[src/rtl/crlu_pkg.sv]
package crlu_pkg;
  localparam int FLAG_W = 4;

  typedef enum logic [2:0] {
    OP_AND   = 3'd0,
    OP_OR    = 3'd1,
    OP_NOR   = 3'd2,
    OP_XOR   = 3'd3,
    OP_XNOR  = 3'd4,
    OP_ANDC  = 3'd5,
    OP_ORC   = 3'd6,
    OP_FMOVE = 3'd7
  } crlu_op_e;

  typedef enum logic [2:0] {
    BR_LT = 3'd0,
    BR_GT = 3'd1,
    BR_EQ = 3'd2,
    BR_SO = 3'd3,
    BR_GE = 3'd4,
    BR_LE = 3'd5,
    BR_NE = 3'd6,
    BR_NS = 3'd7
  } crlu_br_e;

  // position 0 (less-than) sits in the nibble MSB
  typedef struct packed {
    logic lt;
    logic gt;
    logic eq;
    logic so;
  } crlu_flags_t;
endpackage

[src/rtl/crlu_bitop.sv]
module crlu_bitop
  import crlu_pkg::*;
#(
  parameter  int NUM_FIELDS = 8,
  localparam int REG_W      = NUM_FIELDS * FLAG_W,
  localparam int IDX_W      = $clog2(REG_W)
) (
  input  logic [REG_W-1:0] cr,
  input  logic [2:0]       code,
  input  logic [IDX_W-1:0] idx_a,
  input  logic [IDX_W-1:0] idx_b,
  output logic             res
);
  logic sa, sb;

  // global index g lives at register bit REG_W-1-g
  assign sa = cr[REG_W-1-int'(idx_a)];
  assign sb = cr[REG_W-1-int'(idx_b)];

  always_comb begin
    unique case (crlu_op_e'(code))
      OP_AND:  res = sa & sb;
      OP_OR:   res = sa | sb;
      OP_NOR:  res = ~(sa | sb);
      OP_XOR:  res = sa ^ sb;
      OP_XNOR: res = ~(sa ^ sb);
      OP_ANDC: res = sa & ~sb;
      OP_ORC:  res = sa | ~sb;
      default: res = 1'b0;
    endcase
  end
endmodule

[src/rtl/crlu_update.sv]
module crlu_update
  import crlu_pkg::*;
#(
  parameter  int NUM_FIELDS = 8,
  localparam int REG_W      = NUM_FIELDS * FLAG_W,
  localparam int IDX_W      = $clog2(REG_W),
  localparam int FSEL_W     = $clog2(NUM_FIELDS)
) (
  input  logic [REG_W-1:0]  cr_q,
  input  logic              wr_en,
  input  logic [REG_W-1:0]  wr_data,
  input  logic              op_valid,
  input  logic [2:0]        op_code,
  input  logic [FSEL_W-1:0] src_field,
  input  logic [IDX_W-1:0]  op_d,
  input  logic              op_res,
  input  logic              cmp_valid,
  input  logic [FSEL_W-1:0] cmp_tgt,
  input  logic [FLAG_W-1:0] cmp_flags,
  output logic [REG_W-1:0]  cr_d
);
  logic [FLAG_W-1:0] src_nib;
  logic [FSEL_W-1:0] dst_field;
  logic              is_move;

  assign src_nib   = cr_q[(NUM_FIELDS-1-int'(src_field))*FLAG_W +: FLAG_W];
  assign dst_field = op_d[FSEL_W-1:0];
  assign is_move   = (crlu_op_e'(op_code) == OP_FMOVE);

  for (genvar f = 0; f < NUM_FIELDS; f++) begin : g_field
    for (genvar p = 0; p < FLAG_W; p++) begin : g_bit
      localparam int GIDX = f * FLAG_W + p;
      localparam int RPOS = REG_W - 1 - GIDX;
      logic nb;

      always_comb begin
        nb = cr_q[RPOS];
        if (wr_en) begin
          nb = wr_data[RPOS];
        end else if (op_valid) begin
          if (is_move) begin
            if (dst_field == FSEL_W'(f)) nb = src_nib[FLAG_W-1-p];
          end else if (op_d == IDX_W'(GIDX)) begin
            nb = op_res;
          end
        end else if (cmp_valid && (cmp_tgt == FSEL_W'(f))) begin
          nb = cmp_flags[FLAG_W-1-p];
        end
      end

      assign cr_d[RPOS] = nb;
    end
  end
endmodule

[src/rtl/crlu_branch.sv]
module crlu_branch
  import crlu_pkg::*;
#(
  parameter  int NUM_FIELDS = 8,
  localparam int REG_W      = NUM_FIELDS * FLAG_W,
  localparam int FSEL_W     = $clog2(NUM_FIELDS)
) (
  input  logic              clk,
  input  logic              rst,
  input  logic [REG_W-1:0]  cr,
  input  logic [FSEL_W-1:0] field,
  input  logic [2:0]        cond,
  output logic              taken
);
  crlu_flags_t fl;
  logic        hit;

  assign fl = crlu_flags_t'(cr[(NUM_FIELDS-1-int'(field))*FLAG_W +: FLAG_W]);

  always_comb begin
    unique case (crlu_br_e'(cond))
      BR_LT:   hit = fl.lt;
      BR_GT:   hit = fl.gt;
      BR_EQ:   hit = fl.eq;
      BR_SO:   hit = fl.so;
      BR_GE:   hit = fl.gt | fl.eq;
      BR_LE:   hit = fl.lt | fl.eq;
      BR_NE:   hit = ~fl.eq;
      default: hit = ~fl.so;
    endcase
  end

  always_ff @(posedge clk) begin
    if (rst) taken <= 1'b0;
    else     taken <= hit;
  end
endmodule

[src/rtl/crlu_top.sv]
module crlu_top
  import crlu_pkg::*;
#(
  parameter  int NUM_FIELDS = 8,
  localparam int REG_W      = NUM_FIELDS * FLAG_W,
  localparam int IDX_W      = $clog2(REG_W),
  localparam int FSEL_W     = $clog2(NUM_FIELDS)
) (
  input  logic              clk,
  input  logic              rst,
  input  logic              cmp_valid,
  input  logic              cmp_named,
  input  logic [FSEL_W-1:0] cmp_field,
  input  logic              cmp_lt,
  input  logic              cmp_gt,
  input  logic              cmp_eq,
  input  logic              cmp_so,
  input  logic              op_valid,
  input  logic [2:0]        op_code,
  input  logic [IDX_W-1:0]  op_a,
  input  logic [IDX_W-1:0]  op_b,
  input  logic [IDX_W-1:0]  op_d,
  input  logic              wr_en,
  input  logic [REG_W-1:0]  wr_data,
  output logic [REG_W-1:0]  rd_data,
  input  logic [FSEL_W-1:0] br_field,
  input  logic [2:0]        br_cond,
  output logic              br_taken
);
  logic [REG_W-1:0]  cr_q, cr_d;
  logic              op_res;
  logic [FSEL_W-1:0] cmp_tgt;
  crlu_flags_t       cmp_flags;

  assign cmp_tgt   = cmp_named ? cmp_field : '0;
  assign cmp_flags = '{lt: cmp_lt, gt: cmp_gt, eq: cmp_eq, so: cmp_so};

  crlu_bitop #(.NUM_FIELDS(NUM_FIELDS)) bitop_i (
    .cr    (cr_q),
    .code  (op_code),
    .idx_a (op_a),
    .idx_b (op_b),
    .res   (op_res)
  );

  crlu_update #(.NUM_FIELDS(NUM_FIELDS)) update_i (
    .cr_q      (cr_q),
    .wr_en     (wr_en),
    .wr_data   (wr_data),
    .op_valid  (op_valid),
    .op_code   (op_code),
    .src_field (op_a[FSEL_W-1:0]),
    .op_d      (op_d),
    .op_res    (op_res),
    .cmp_valid (cmp_valid),
    .cmp_tgt   (cmp_tgt),
    .cmp_flags (cmp_flags),
    .cr_d      (cr_d)
  );

  always_ff @(posedge clk) begin
    if (rst) cr_q <= '0;
    else     cr_q <= cr_d;
  end

  crlu_branch #(.NUM_FIELDS(NUM_FIELDS)) branch_i (
    .clk   (clk),
    .rst   (rst),
    .cr    (cr_q),
    .field (br_field),
    .cond  (br_cond),
    .taken (br_taken)
  );

  assign rd_data = cr_q;
endmodule

[config.mk]
export PLATFORM = sky130hd
export DESIGN_NAME = crlu_top
export DESIGN_NICKNAME = d
export VERILOG_FILES = /design/src/rtl/crlu_pkg.sv /design/src/rtl/crlu_bitop.sv /design/src/rtl/crlu_update.sv /design/src/rtl/crlu_branch.sv /design/src/rtl/crlu_top.sv
export SDC_FILE = /design/constraint.sdc
export NUM_CORES = 1
export LEC_CHECK = 0
export ABC_AREA = 1
export BUFFER_PORTS_ARGS = -buffer_cell sky130_fd_sc_hd__buf_2
export CAP_MARGIN = 10
export CORE_MARGIN = 5
export CORE_UTILIZATION = 48
export DETAILED_ROUTE_END_ITERATION = 6
export PLACE_DENSITY = 0.73
export SKIP_CTS_REPAIR_TIMING = 1
export SYNTH_ARGS = -nofsm -noshare
export SYNTH_HDL_FRONTEND = slang
export SYNTH_HIERARCHICAL = 1
export SYNTH_SLANG_ARGS = --single-unit
[constraint.sdc]
create_clock -name clk -period 2.4 [get_ports clk]
set_input_delay 0.12 -clock clk [delete_from_list [all_inputs] [get_ports clk]]
set_output_delay 0.12 -clock clk [all_outputs]
set_load 0.1 [all_outputs]
==> impl_results.md, run 1 <==
* Outcome: finished with violations
* Violated checks: negative setup slack
* Switching pwr at 1.38 mW
* Largest net degree at the start of global routing at 65
* CP endpoint kind: flip-flop
* DP HPWL at 15,900 um
* Initial antenna violation count at 0
* Arr. time, crit path at 2.68 ns
* Final hold viol count at 0
* DR DRC count at 0
* Port bufs at 101
* Most frequent cells in the layout: nand2_1 (438), inv_1 (180), nand3_1 (139), buf_2 (101), buf_4 (70)
* Clock power share at 23.4%
* Inserted Diodes at 0
* Post-synth EDFFs at 0
* WP data required at 2.55 ns
* Critical path startpoint category: flip-flop
* First-iteration detailed-routing DRC count at 1,197
* Vias per cell at 5.44
* Placed cells at 1,387
* Syn Inst Count at 1,162
* Cell Chain, Critical Path: nand2_1 > nand3_1 > nand3_2 > nand2_1 > nand2_1 > nand3_2 > nand2_4 > ha_4 > nor3_2 > o21ai_1 > nand2_1 > nand2_4 > inv_6 > nand4_1 > nand3_1 > nand2_1 > inv_1 > nand2_2 > nand2_1 > nand2_1 > inv_2 > nor2_1
* Most common cell after layout, fill and taps aside: nand2_1
* Final std cells w/o fill at 1,403
* Total Die Area at 0.0142 mm^2
* Core ar. at 0.0116 mm^2
* Crit Path Class: flip-flop to flip-flop
* Most used cell, CP: nand2_1
* Synth Area per Inst at 4.93 um^2
* Pleak at 4.00 nW
* First-pass GRT wire length at 34,000 um
* Final period util at 106%
* Reg power frac at 23.3%
* Starting Density at 49.5%
* Post-DRT Antenna Nets at 0
* Share of cells above drive strength 1 at 24.9%
* Wire per inst at 15.6 um
* Library cells used by synthesis at 29
* Finished Cell Area at 0.00692 mm^2
* Clk slew on worst S/H paths at 0.06 ns
* Bufs and invs on worst path at 3
* Async set-reset flop share out of synthesis at 0%
* Skew final at 0.00915 ns
* Syn. warnings at 6
* Max Cap Violations at 0
* Ports at 102
* Vert. Die Dim at 119 um
* Worst slew pin tran at 0.860 ns
* Worst relative slew slack at 42.6%
* Clock net sink count at 33
* Crit-path max FO at 6
* Root buffer cell: clkbuf_16
* Seq/Total Area, Yosys at 11.5%
* RSZ-0062 raised after global routing: yes
* Min Clock Period, post-route at 2.54 ns
* # setup viols final at 32
* Flops & latches, synth at 33
* Vias at 7,629
* TritonCTS buffer count at 5
* Core Rows at 39
* Int Pwr at 1.40 mW
* Primary FF master, synth: dfxtp_1
* Sw Share at 49.5%
* CP peak stage delay at 0.39 ns
* Final worst slack at -0.136 ns
* Clock Latency Late Sink at 0.29 ns
* Fmax at 394 MHz
* H-Tree Depth at 2
* 1st-pass router iterations at 6
* Slew Limit Fails at 0
* Total Routed Length at 22,000 um
* Maximum clock path buffer count at 2
* Slowest-stage cell, CP: dfxtp_4
* Die Width at 119 um
* FILL cells at 1,193
* Nets@finish at 1,330
* Vias in the first global route at 6,796
* HP Class: input pin to flip-flop
* Comb pwr share at 53.3%
* VDD IR max at 0.327 mV
* GP Congestion at 0.972
* Area grow syn2layout at 20.8%
* Placed inst area at 0.00651 mm^2
* TritonCTS clock tree: yes
* Grt ovf at 0
* Delay-heaviest family, CP: simple AND/OR/NAND/NOR gates
* Global Route Usage Sum at 29.2%
* Pwr per Cell Area at 402 mW/mm^2
* Syn Nets at 1,233
* Post-Syn Area at 0.00573 mm^2
[synthesized netlist by cell type, drive strengths merged (2+ instances only)]
cell	instances	area, um^2
inv	198	756
nand2	476	1810
buf	71	557
dfxtp	33	661
nor3	4	20.0
nor2	59	251
a21oi	33	165
nand3	165	856
clkbuf	17	67.6
nand4	27	169
o21ai	72	360
ha	2	25.0
[final cells by class]
class,count,area [um^2],area share (%)
flip-flops and latches,33,781,11.3
repair inverters,2,20.0,0.289
multi-input cells,842,3900,56.4
clock inverters,3,17.5,0.253
inverters,199,772,11.2
well taps,143,179,2.59
repair buffers,176,1120,16.2
clock buffers,5,125,1.81
[path summary, 6_finish.rpt]
path               start          end  slack [ns]  cells past startpoint
max reg2reg  rd_data[25]   rd_data[5]       -0.14                     22
max          rd_data[25]   rd_data[5]       -0.14                     22
min           wr_data[6]   rd_data[6]        0.13                      5
min reg2reg  rd_data[20]  rd_data[20]        0.82                      8
[stage by stage]
step	TNS, ns	power [mW]	setup slack [ns]	hold slack (ns)	utilization, %
5_1_grt	-6.18	2.93	-0.243	0.163	59.8
3_5_place_dp	-1.41	2.02	-0.100	0.427	56.3
2_1_floorplan	-1.20	1.69	-0.0637	0.182	-
6_report	-3.02	2.78	-0.136	0.128	59.8
4_1_cts	-0.979	2.68	-0.0907	0.127	57.5
3_3_place_gp	-0.663	2.01	-0.0676	0.423	56.3
[power groups by stage]
stage          logic, mW  clock network (mW)  registers, mW
6_report            1.48               0.652          0.647
5_1_grt             1.60               0.678          0.650
4_1_cts             1.37               0.660          0.641
3_5_place_dp        1.37                   0          0.652
3_3_place_gp        1.36                   0          0.652
2_1_floorplan      0.767                   0          0.923
[metal layers]
metal,vias to the layer above,track usage [%],part of all wire (%)
li1,3748,-,-
met1,3329,38.9,41
met2,479,47.3,44
met3,73,4.36,11
met4,0,11.5,3.8
met5,-,0,0
[kinds of logic after synthesis]
logic type,share of synthesized area (%)
flops,11.5
buf+inv,24.2
fa+ha+maj,0.437
compound gates,9.44
simple gates,54.4
[registers in the layout (all words and copies together) (netlist names)]
name and flops:
rd_data 32, branch_i/taken 1
[tightest hold or removal path: cells and delay by family]
family | cells | cell delay [ns]
simple gates | 3 | 0.13
buf+inv | 2 | 0.13
(Power assumes the default switching activity.)
==> run 2: changes to the inputs <==
--- a/config.mk
+++ b/config.mk
@@ -10,6 +10,7 @@
 export CAP_MARGIN = 10
 export CORE_MARGIN = 5
 export CORE_UTILIZATION = 48
+export CTS_BUF_LIST = sky130_fd_sc_hd__clkbuf_4
 export DETAILED_ROUTE_END_ITERATION = 6
 export PLACE_DENSITY = 0.73
 export SKIP_CTS_REPAIR_TIMING = 1
==> impl_results.md, run 2 (synthesized netlist as in run 1, its figures left out) <==
* # setup viols final at 32 (unchanged)
* First-pass GRT wire length at 34,000 um (-0.16%)
* Clock power share at 14.1% (-9.3 points)
* Fmax at 393 MHz (-0.20%)
* Post-DRT Antenna Nets at 0 (unchanged)
* Pleak at 3.96 nW (-1.1%)
* TritonCTS clock tree: yes
* Wire per inst at 15.6 um (-0.28%)
* Initial antenna violation count at 0 (unchanged)
* Clock net sink count at 33 (unchanged)
* Vias in the first global route at 6,818 (+0.32%)
* CP endpoint kind: flip-flop
* Worst r2r path cells at 22 (unchanged)
* HP Class: input pin to flip-flop
* Ports at 102 (unchanged)
* Die Width at 119 um (unchanged)
* Total Die Area at 0.0142 mm^2 (unchanged)
* Violated checks: design-rule violations, negative setup slack
* Root buffer cell: clkbuf_4
* Final period util at 106% (+0.21 points)
* VDD IR max at 0.327 mV (about the same)
* Pwr per Cell Area at 362 mW/mm^2 (-9.8%)
* GP Congestion at 0.972 (unchanged)
* Starting Density at 49.5% (unchanged)
* WHS Path Cells at 5 (unchanged)
* Largest net degree at the start of global routing at 65 (unchanged)
* Total Routed Length at 21,900 um (-0.28%)
* Sw Share at 54.2% (+4.7 points)
* Worst relative slew slack at 39.8% (-2.8 points)
* Max reg flops at 32 (unchanged)
* FF/Latch Area at 781 um^2 (unchanged)
* First-iteration detailed-routing DRC count at 1,201 (+0.33%)
* Final worst slack at -0.141 ns (-0.00507 ns)
* Maximum clock path buffer count at 2 (unchanged)
* Min Clock Period, post-route at 2.54 ns (+0.00507 ns)
* Comb pwr share at 59.8% (+6.5 points)
* Worst slew pin tran at 0.902 ns (+0.0417 ns)
* Finished Cell Area at 0.00682 mm^2 (-1.4%)
* Skew final at 0.0214 ns (+0.0123 ns)
* Grt ovf at 0 (unchanged)
* Clk slew on worst S/H paths at 0.14 ns (+0.08 ns)
* Worst hold slack at 0.0196 ns (-0.109 ns)
* Max Cap Violations at 0 (unchanged)
* Outcome: finished with violations
* Placed inst area at 0.00651 mm^2 (unchanged)
* Placed cells at 1,387 (unchanged)
* Pre-CTS setup slack at -0.100 ns (unchanged)
* DP HPWL at 15,900 um (unchanged)
* H-Tree Depth at 2 (unchanged)
* Arr. time, crit path at 2.81 ns (+0.13 ns)
* FILL cells at 1,206 (+1.1%)
* Vias per cell at 5.41 (-0.52%)
* Crit-path max FO at 13 (+7)
* RSZ-0062 raised after global routing: yes
* Area of the multi-input gates at 0.00390 mm^2 (-0.19%)
* Clock Latency Late Sink at 0.38 ns (+0.09 ns)
* Setup slack on the worst flop-to-flop path at -0.14 ns (about the same)
* TritonCTS buffer count at 5 (unchanged)
* Critical path startpoint category: flip-flop
* Nets@finish at 1,330 (unchanged)
* Inserted Diodes at 0 (unchanged)
* Port bufs at 101 (unchanged)
* Slew Limit Fails at 0 (unchanged)
* Core ar. at 0.0116 mm^2 (unchanged)
* Share of cells above drive strength 1 at 24.8% (-0.16 points)
* DR DRC count at 1 (+1)
* Most common cell after layout, fill and taps aside: nand2_1
* 1st-pass router iterations at 7 (+1)
* Reg power frac at 26.1% (+2.8 points)
* WP data required at 2.66 ns (+0.11 ns)
* Vert. Die Dim at 119 um (unchanged)
* Core Rows at 39 (unchanged)
* Vias at 7,589 (-0.52%)
* Most frequent cells in the layout: nand2_1 (439), inv_1 (180), nand3_1 (140), buf_2 (101), buf_4 (70)
* Final std cells w/o fill at 1,403 (unchanged)
* Int Pwr at 1.13 mW (-19%)
* Final hold viol count at 0 (unchanged)
* Global Route Usage Sum at 29.1% (-0.060 points)
* Switching pwr at 1.34 mW (-2.6%)
* Crit Path Class: flip-flop to flip-flop
* Area grow syn2layout at 19.1%
## run 2: cell types whose count changed in the layout (fill, tap and decap cells not counted)
cell       change
nand2_2        -1
clkbuf_4       +5
inv_8          -1
nand3_2        -1
clkbuf_16      -5
nand3_1        +1
inv_6          +1
nand2_1        +1
## run 2: layer usage
layer  share of wire, %  vias to the layer above  GRT usage (%)
li1                   -                     3747              -
met1                 41                     3323           38.9
met2                 45                      469           46.7
met3                 10                       50           4.60
met4                2.7                        0           12.1
met5                  0                        -              0
## run 2: metrics by stage
step | TNS [ns] | total power [mW] | util, %
after floorplan | -1.20 | 1.69 | -
after global placement | -0.663 | 2.01 | 56.3
after detailed placement | -1.41 | 2.02 | 56.3
after CTS | -1.52 | 2.37 | 56.8
after global routing | -6.37 | 2.62 | 59.0
final | -2.51 | 2.47 | 59.0
## run 2: final timing paths
kind,end,from
worst max-delay path,rd_data[7],rd_data[4]
worst min-delay path,rd_data[6],wr_data[6]
worst max register to register,rd_data[7],rd_data[4]
worst min register to register,rd_data[20],rd_data[20]
## run 2: final cells by class
type,count,area share [%]
tap,143,2.62
timing repair inverter,2,0.257
timing repair buffer,176,16.4
clock buffer,5,0.550
sequential,33,11.4
multi-input combinational,842,57.1
inverter,199,11.3
clock inverter,3,0.257
## run 2: power by group through the flow
| stage | Combinational, mW | Clock [mW] | Sequential [mW] |
|---|---|---|---|
| after global routing | 1.60 | 0.374 | 0.649 |
| after global placement | 1.36 | 0 | 0.652 |
| after floorplan | 0.767 | 0 | 0.923 |
| after detailed placement | 1.37 | 0 | 0.652 |
| after CTS | 1.37 | 0.355 | 0.640 |
| final | 1.48 | 0.348 | 0.645 |
## run 2: worst max-delay path, stage by stage (launching register included)
cell	delay, ns
dfxtp_4	0.40
nand2_2	0.08
nand3_2	0.08
nand3_2	0.08
nand2_2	0.06
nand2_1	0.07
nand3_2	0.10
nand2_4	0.10
ha_4	0.21
nor3_2	0.12
o21ai_1	0.09
nand2_1	0.11
nand2_4	0.14
inv_6	0.16
nand4_1	0.11
nand3_1	0.10
nand2_1	0.06
inv_1	0.07
nand2_1	0.07
nand2_1	0.07
nand2_1	0.06
inv_2	0.06
nor2_1	0.03
